## src/rtl/adcsio_pkg.sv

```systemverilog
package adcsio_pkg;

    typedef enum logic [2:0] {
        ST_UP_IDLE,
        ST_UP_FRAME,
        ST_DN_IDLE,
        ST_DN_FRAME,
        ST_AUTO_DONE
    } pm_state_t;

endpackage

```

## src/rtl/adcsio_edge.sv

```systemverilog
module adcsio_edge (
    input  logic clk,
    input  logic rst_n,
    input  logic cs_n,
    input  logic sclk,
    output logic cs_fall,
    output logic cs_rise,
    output logic sclk_fall,
    output logic cs_low_q
);
    logic cs_q;
    logic sclk_q;

    always_ff @(posedge clk or negedge rst_n) begin
        if (!rst_n) begin
            cs_q   <= 1'b1;
            sclk_q <= 1'b1;
        end else begin
            cs_q   <= cs_n;
            sclk_q <= sclk;
        end
    end

    always_comb begin
        cs_fall   = cs_q & ~cs_n;
        cs_rise   = ~cs_q & cs_n;
        sclk_fall = sclk_q & ~sclk & ~cs_q & ~cs_n;
        cs_low_q  = ~cs_q;
    end

endmodule

```

## src/rtl/adcsio_shift.sv

```systemverilog
module adcsio_shift #(
    parameter int DATA_W     = 12,
    parameter int LEAD_ZEROS = 4,
    localparam int FRAME_LEN = DATA_W + LEAD_ZEROS,
    localparam int CNT_W     = $clog2(FRAME_LEN + 1)
) (
    input  logic              clk,
    input  logic              rst_n,
    input  logic              cs_fall,
    input  logic              sclk_fall,
    input  logic [DATA_W-1:0] sample_in,
    output logic [CNT_W-1:0]  fall_cnt,
    output logic              sdata
);
    logic [FRAME_LEN-1:0] shreg;

    always_ff @(posedge clk or negedge rst_n) begin
        if (!rst_n) begin
            shreg    <= '0;
            fall_cnt <= '0;
        end else if (cs_fall) begin
            shreg    <= {{LEAD_ZEROS{1'b0}}, sample_in};
            fall_cnt <= '0;
        end else if (sclk_fall) begin
            shreg <= {shreg[FRAME_LEN-2:0], 1'b0};
            if (fall_cnt < CNT_W'(FRAME_LEN))
                fall_cnt <= fall_cnt + 1'b1;
        end
    end

    assign sdata = shreg[FRAME_LEN-1];


    lead_zero_chk: assert property (@(posedge clk) disable iff (!rst_n)
        (fall_cnt < CNT_W'(LEAD_ZEROS)) |-> !sdata);

endmodule

```

## src/rtl/adcsio_mode.sv

```systemverilog
module adcsio_mode
    import adcsio_pkg::*;
#(
    parameter bit AUTO_PD   = 1'b0,
    parameter int FRAME_LEN = 16,
    parameter int PD_FIRST  = 2,
    parameter int PD_LAST   = 10,
    localparam int CNT_W    = $clog2(FRAME_LEN + 1)
) (
    input  logic             clk,
    input  logic             rst_n,
    input  logic             cs_fall,
    input  logic             cs_rise,
    input  logic             sclk_fall,
    input  logic [CNT_W-1:0] fall_cnt,
    output logic             pwr_up,
    output logic             frame_ok,
    output logic             conv_start
);
    pm_state_t st_q, st_nx;
    logic      ok_nx;
    logic      in_pd_win, wake_ok, full, last_fall;

    always_comb begin
        in_pd_win = (fall_cnt >= CNT_W'(PD_FIRST)) && (fall_cnt < CNT_W'(PD_LAST));
        wake_ok   = fall_cnt >= CNT_W'(PD_LAST);
        full      = fall_cnt == CNT_W'(FRAME_LEN);
        last_fall = sclk_fall && (fall_cnt == CNT_W'(FRAME_LEN - 1));
    end

    always_comb begin
        st_nx = st_q;
        ok_nx = 1'b0;
        unique case (st_q)
            ST_UP_IDLE: begin
                if (cs_fall) st_nx = ST_UP_FRAME;
            end
            ST_UP_FRAME: begin
                if (AUTO_PD) begin
                    if (last_fall)    st_nx = ST_AUTO_DONE;
                    else if (cs_rise) st_nx = ST_DN_IDLE;
                end else if (cs_rise) begin
                    st_nx = in_pd_win ? ST_DN_IDLE : ST_UP_IDLE;
                    ok_nx = full;
                end
            end
            ST_DN_IDLE: begin
                if (cs_fall) st_nx = AUTO_PD ? ST_UP_FRAME : ST_DN_FRAME;
            end
            ST_DN_FRAME: begin
                if (cs_rise) st_nx = wake_ok ? ST_UP_IDLE : ST_DN_IDLE;
            end
            ST_AUTO_DONE: begin
                if (cs_rise) begin
                    st_nx = ST_DN_IDLE;
                    ok_nx = 1'b1;
                end
            end
            default: st_nx = ST_UP_IDLE;
        endcase
    end

    always_ff @(posedge clk or negedge rst_n) begin
        if (!rst_n) st_q <= ST_UP_IDLE;
        else        st_q <= st_nx;
    end

    always_ff @(posedge clk or negedge rst_n) begin
        if (!rst_n) begin
            pwr_up     <= 1'b1;
            frame_ok   <= 1'b0;
            conv_start <= 1'b0;
        end else begin
            pwr_up     <= (st_nx == ST_UP_IDLE) || (st_nx == ST_UP_FRAME);
            frame_ok   <= ok_nx;
            conv_start <= cs_fall;
        end
    end


    frame_ok_cnt_chk: assert property (@(posedge clk) disable iff (!rst_n)
        frame_ok |-> ($past(fall_cnt) == CNT_W'(FRAME_LEN)));


    start_pulse_chk: assert property (@(posedge clk) disable iff (!rst_n)
        conv_start |=> !conv_start);

    generate
        if (AUTO_PD) begin : g_auto

            auto_sleep_chk: assert property (@(posedge clk) disable iff (!rst_n)
                (last_fall && st_q == ST_UP_FRAME) |=> !pwr_up);
        end else begin : g_manual

            pd_entry_chk: assert property (@(posedge clk) disable iff (!rst_n)
                (st_q == ST_UP_FRAME && cs_rise && in_pd_win) |=> !pwr_up);

            short_hold_chk: assert property (@(posedge clk) disable iff (!rst_n)
                (cs_rise && fall_cnt < CNT_W'(PD_FIRST)) |=> (pwr_up == $past(pwr_up)));
        end
    endgenerate

endmodule

```

## src/rtl/adc_spi_pdctl.sv

```systemverilog
module adc_spi_pdctl #(
    parameter int DATA_W     = 12,
    parameter int LEAD_ZEROS = 4,
    parameter int PD_FIRST   = 2,
    parameter int PD_LAST    = 10,
    parameter bit AUTO_PD    = 1'b0
) (
    input  logic              clk,
    input  logic              rst_n,
    input  logic              cs_n,
    input  logic              sclk,
    input  logic [DATA_W-1:0] sample_in,
    output logic              sdata,
    output logic              sdata_oe,
    output logic              pwr_up,
    output logic              frame_ok,
    output logic              conv_start
);
    localparam int FRAME_LEN = DATA_W + LEAD_ZEROS;
    localparam int CNT_W     = $clog2(FRAME_LEN + 1);

    logic             cs_fall, cs_rise, sclk_fall, cs_low_q;
    logic [CNT_W-1:0] fall_cnt;

    adcsio_edge u_edge (
        .clk       (clk),
        .rst_n     (rst_n),
        .cs_n      (cs_n),
        .sclk      (sclk),
        .cs_fall   (cs_fall),
        .cs_rise   (cs_rise),
        .sclk_fall (sclk_fall),
        .cs_low_q  (cs_low_q)
    );

    adcsio_shift #(.DATA_W(DATA_W), .LEAD_ZEROS(LEAD_ZEROS)) u_shift (
        .clk       (clk),
        .rst_n     (rst_n),
        .cs_fall   (cs_fall),
        .sclk_fall (sclk_fall),
        .sample_in (sample_in),
        .fall_cnt  (fall_cnt),
        .sdata     (sdata)
    );

    adcsio_mode #(
        .AUTO_PD   (AUTO_PD),
        .FRAME_LEN (FRAME_LEN),
        .PD_FIRST  (PD_FIRST),
        .PD_LAST   (PD_LAST)
    ) u_mode (
        .clk        (clk),
        .rst_n      (rst_n),
        .cs_fall    (cs_fall),
        .cs_rise    (cs_rise),
        .sclk_fall  (sclk_fall),
        .fall_cnt   (fall_cnt),
        .pwr_up     (pwr_up),
        .frame_ok   (frame_ok),
        .conv_start (conv_start)
    );

    assign sdata_oe = cs_low_q;


    hiz_idle_chk: assert property (@(posedge clk) disable iff (!rst_n)
        (cs_n && $past(cs_n)) |-> !sdata_oe);


    start_zero_chk: assert property (@(posedge clk) disable iff (!rst_n)
        conv_start |-> (!sdata && sdata_oe));

endmodule

```

## config.mk

```make
export PLATFORM = sky130hd
export DESIGN_NAME = adc_spi_pdctl
export DESIGN_NICKNAME = d
export VERILOG_FILES = /design/src/rtl/adcsio_pkg.sv /design/src/rtl/adcsio_edge.sv /design/src/rtl/adcsio_shift.sv /design/src/rtl/adcsio_mode.sv /design/src/rtl/adc_spi_pdctl.sv
export SDC_FILE = /design/constraint.sdc
export NUM_CORES = 1
export LEC_CHECK = 0
export BUFFER_PORTS_ARGS = -buffer_cell sky130_fd_sc_hd__buf_2
export CAP_MARGIN = 10
export CORE_MARGIN = 2
export CORE_UTILIZATION = 59
export DETAILED_ROUTE_END_ITERATION = 8
export PLACE_DENSITY = 0.82
export SLEW_MARGIN = 20
export SYNTH_ARGS = -nofsm -noshare
export SYNTH_HDL_FRONTEND = slang
export SYNTH_SLANG_ARGS = --single-unit
```

## constraint.sdc

```tcl
create_clock -name clk -period 4.2 [get_ports clk]
set_clock_uncertainty 0.2 [all_clocks]
set_input_delay 1.05 -clock clk [delete_from_list [all_inputs] [get_ports clk]]
set_output_delay 1.05 -clock clk [all_outputs]
set_load 0.01 [all_outputs]
```

==> results.py <==
metrics = {
    "cts": {
        "numCtsBuffers": 5,
        "cts_tree": "done",
        "post-cts-setup-buffers": 0,
        "clk_pin_slew_ns": 0.10,
        "cts_root_buffer": "clkbuf_4",
        "ctsResizeCount": 0,
        "cts.hold.buffers_added": 0,
        "htreeDepth": 2,
        "cts_sinks": 29,
        "cts_buffer_depth": 2,
        "worst_skew_pair.late_latency_ns": 0.34,
    },
    "run": {
        "drv_cap": 0,
    },
    "worst_hold_path": {
        "min_path_type": "flop to flop",
        "whs_path_depth": 2,
    },
    "grt": {
        "grt.overflow.total": 0,
        "grt_pass1_wl_um": 4680,
        "grt_max_degree": 30,
        "grt_pass1_vias": 1028,
        "track_usage_pct": 23.9,
        "antenna_found_initial": 0,
    },
    "synthesis": {
        "synthAdderAreaFrac_pct": 1.78,
        "synth_cell_types": 31,
        "syn_inst": 129,
        "yosysWarnings": 0,
        "synth_top_family_by_area": "compound AO/OA/AOI/OAI gates",
        "synth_xor_area_share_pct": 1.25,
        "synth_seq_cells": 29,
        "syn_nets": 147,
        "postSynthAreaPerCell_sq_um": 10.9,
        "yosys.area_share.simple_pct": 14.9,
        "synth-compound-area-share_pct": 15.0,
        "syn_area_sq_mm": 0.00141,
        "ys_seq_area_share_pct": 51.9,
        "synth.area.mux_share_pct": 11.4,
    },
    "routing": {
        "dr.pass1.iters": 4,
        "ant_nets": 0,
        "met1_length_um": 1250,
        "drc": 0,
        "top_layer": "met4",
        "route.met3.wl_um": 107,
        "finalWirelength_um": 2750,
        "viasPerCell": 5.96,
        "wl_met2_um": 1320,
        "first_iter_violations": 16,
        "via_count": 1061,
        "wire_per_inst_um": 15.4,
    },
    "floorplanning": {
        "core-area_sq_mm": 0.00223,
        "io_pins": 21,
        "floorplan.initialDensity_pct": 63.0,
        "die_w_um": 52.8,
        "num_rows": 17,
        "die_h_um": 52.8,
        "dieArea_sq_mm": 0.00279,
    },
    "final_layout": {
        "n_antenna_cell": 0,
        "utilization_pct": 71.4,
        "syn_to_final_growth_pct": 13.4,
        "layout-drive-gt1-share_pct": 22.0,
        "stdcell_count": 178,
        "nets": 167,
    },
    "setup_path": {
        "cp_data_required_time_ns": 2.95,
        "crit_buf_inv": 2,
        "crit_family": "flip-flops",
        "max_stage_delay_ns": 0.71,
        "worstPathMaxFanout": 18,
        "reg2regPathDepth": 4,
        "critical_path_class": "flop to primary output",
        "path_cells": "inv_1 -> buf_2",
        "cp_num_cells": 2,
        "cp_slowest_cell": "dfstp_2",
        "cp.arrival_ns": 1.26,
        "start_kind": "flop",
        "end_kind": "primary output",
    },
    "placed_design": {
        "pre_cts_ws_ns": 1.55,
        "place_hpwl_um": 1780,
        "dp_cells": 170,
        "io_buffer_count": 20,
        "place_congestion": 0.830,
    },
    "sta": {
        "period_needed_ns": 2.51,
        "rsz0062_at_grt": "false",
        "fin_tns_setup_ns": 0,
        "final-setup-viol-count": 0,
        "slew_violations": 0,
        "max_freq_mhz": 399,
        "finalCritPeriodShare_pct": 59.7,
        "max_slew_margin_pct": 58.4,
        "layout_setup_ws_ns": 1.69,
        "worstMarginPinSlew_ns": 0.624,
        "finalHoldViolCount": 0,
    },
    "outcome": {
        "status": "finished clean",
    },
    "power": {
        "vdd_drop_max_uv": 314,
        "powerDensity_mw_per_mm2": 415,
        "p_total_uw": 662,
        "leakagePower_uw": 0.000713,
    },
}
==> cell type report <==
| cell class | instances | area [sq um] |
|---|---|---|
| clock inverters | 1 | 30.0 |
| multi-input cells | 88 | 623 |
| fillers | 173 | 638 |
| clock buffers | 7 | 55.1 |
| flip-flops and latches | 29 | 729 |
| inverters | 4 | 15.0 |
| repair buffers | 21 | 108 |
| well taps | 28 | 35.0 |
==> flip-flops by register name (all words and copies together), names as in the netlist <==
signal / flops
u_mode.frame_ok: 1
u_mode.pwr_up: 1
u_mode.st_q: 3
u_shift.fall_cnt: 5
u_edge.cs_q: 1
u_mode.conv_start: 1
u_shift.shreg: 16
u_edge.sclk_q: 1
==> per-layer routing <==
layer	vias to the layer above	global-route usage (%)
li1	514	-
met1	523	29.4
met2	16	37.9
met3	8	6.57
met4	0	12.8
met5	-	0
==> Yosys cell counts <==
library cell,instances,area [sq um]
a41oi_1,1,8.76
buf_2,1,5.00
and3b_1,1,8.76
dfstp_2,3,78.8
dfrtp_1,26,651
clkbuf_1,6,22.5
a211oi_1,1,7.51
nor4b_2,1,15.0
nor3b_2,1,12.5
nand2_1,6,22.5
nand3_1,1,5.00
nor3b_1,2,15.0
nor3_1,2,10.0
o211ai_1,1,7.51
buf_6,1,11.3
mux2i_1,16,160
a22oi_1,12,90.1
ha_1,2,25.0
xnor2_1,2,17.5
inv_1,4,15.0
nand4b_1,1,8.76
nand4_1,1,6.26
o31ai_1,1,7.51
o21ai_0,14,70.1
a21oi_1,4,20.0
or3b_1,1,8.76
or4_1,2,15.0
nor2_1,8,30.0
nor4bb_1,2,20.0
nand2b_1,3,18.8
nor2b_1,2,12.5
==> through the flow <==
stage	cell area, sq um	hold WS, ns
2_1_floorplan	1410	0.266
3_3_place_gp	1510	0.303
3_5_place_dp	1510	0.299
4_1_cts	1600	0.336
5_1_grt	1600	0.352
6_report	1600	0.333
==> worst paths after layout <==
kind                                               from                              end  slack (ns)
min in group asynchronous                         rst_n    u_shift.shreg[15]$_DFFE_PN0P_        0.51
min                        u_shift.shreg[0]$_DFFE_PN0P_     u_shift.shreg[0]$_DFFE_PN0P_        0.33
max in group asynchronous                         rst_n  u_shift.fall_cnt[3]$_DFFE_PN0P_        2.88
max reg2reg                       u_edge.cs_q$_DFF_PN1_     u_shift.shreg[1]$_DFFE_PN0P_        2.28
min reg2reg                u_shift.shreg[0]$_DFFE_PN0P_     u_shift.shreg[0]$_DFFE_PN0P_        0.33
max                               u_edge.cs_q$_DFF_PN1_                         sdata_oe        1.69
==> where the power goes <==
part / internal (uW) / total, uW / switching [uW]
clock network: 142 / 245 / 103
registers: 309 / 337 / 27.9
logic: 39.1 / 79.9 / 40.9
==> cells in the final DEF (no fill, tap or decap), drive strengths merged, types with 2 or more instances in the layout <==
cell type,count
a21oi,4
a22oi,12
nand2b,3
nor3b,3
o21ai,14
dfrtp,26
nor2b,2
mux2i,16
inv,4
nand2,6
nor3,2
nor4bb,2
or4,2
nor2,8
clkbuf,7
buf,21
dfstp,3
xnor2,2
ha,2
==> worst register-to-register path, stage by stage, from the launching register on <==
cell	delay (ns)
dfstp_2	0.71
nand2b_1	0.16
inv_1	0.49
a22oi_1	0.15
o21ai_0	0.12
==> cell families (layout without fill, tap and decap cells) <==
family                   after synthesis  in the layout
multiplexers                          16             16
XOR/XNOR                               2              2
AO/OA/AOI/OAI                         34             34
buffers and inverters                 12             33
adder cells (fa/ha/maj)                2              2
flip-flops                            29             29
AND/OR/NAND/NOR                       34             34
Note: power is estimated with default switching activity, not from simulation.
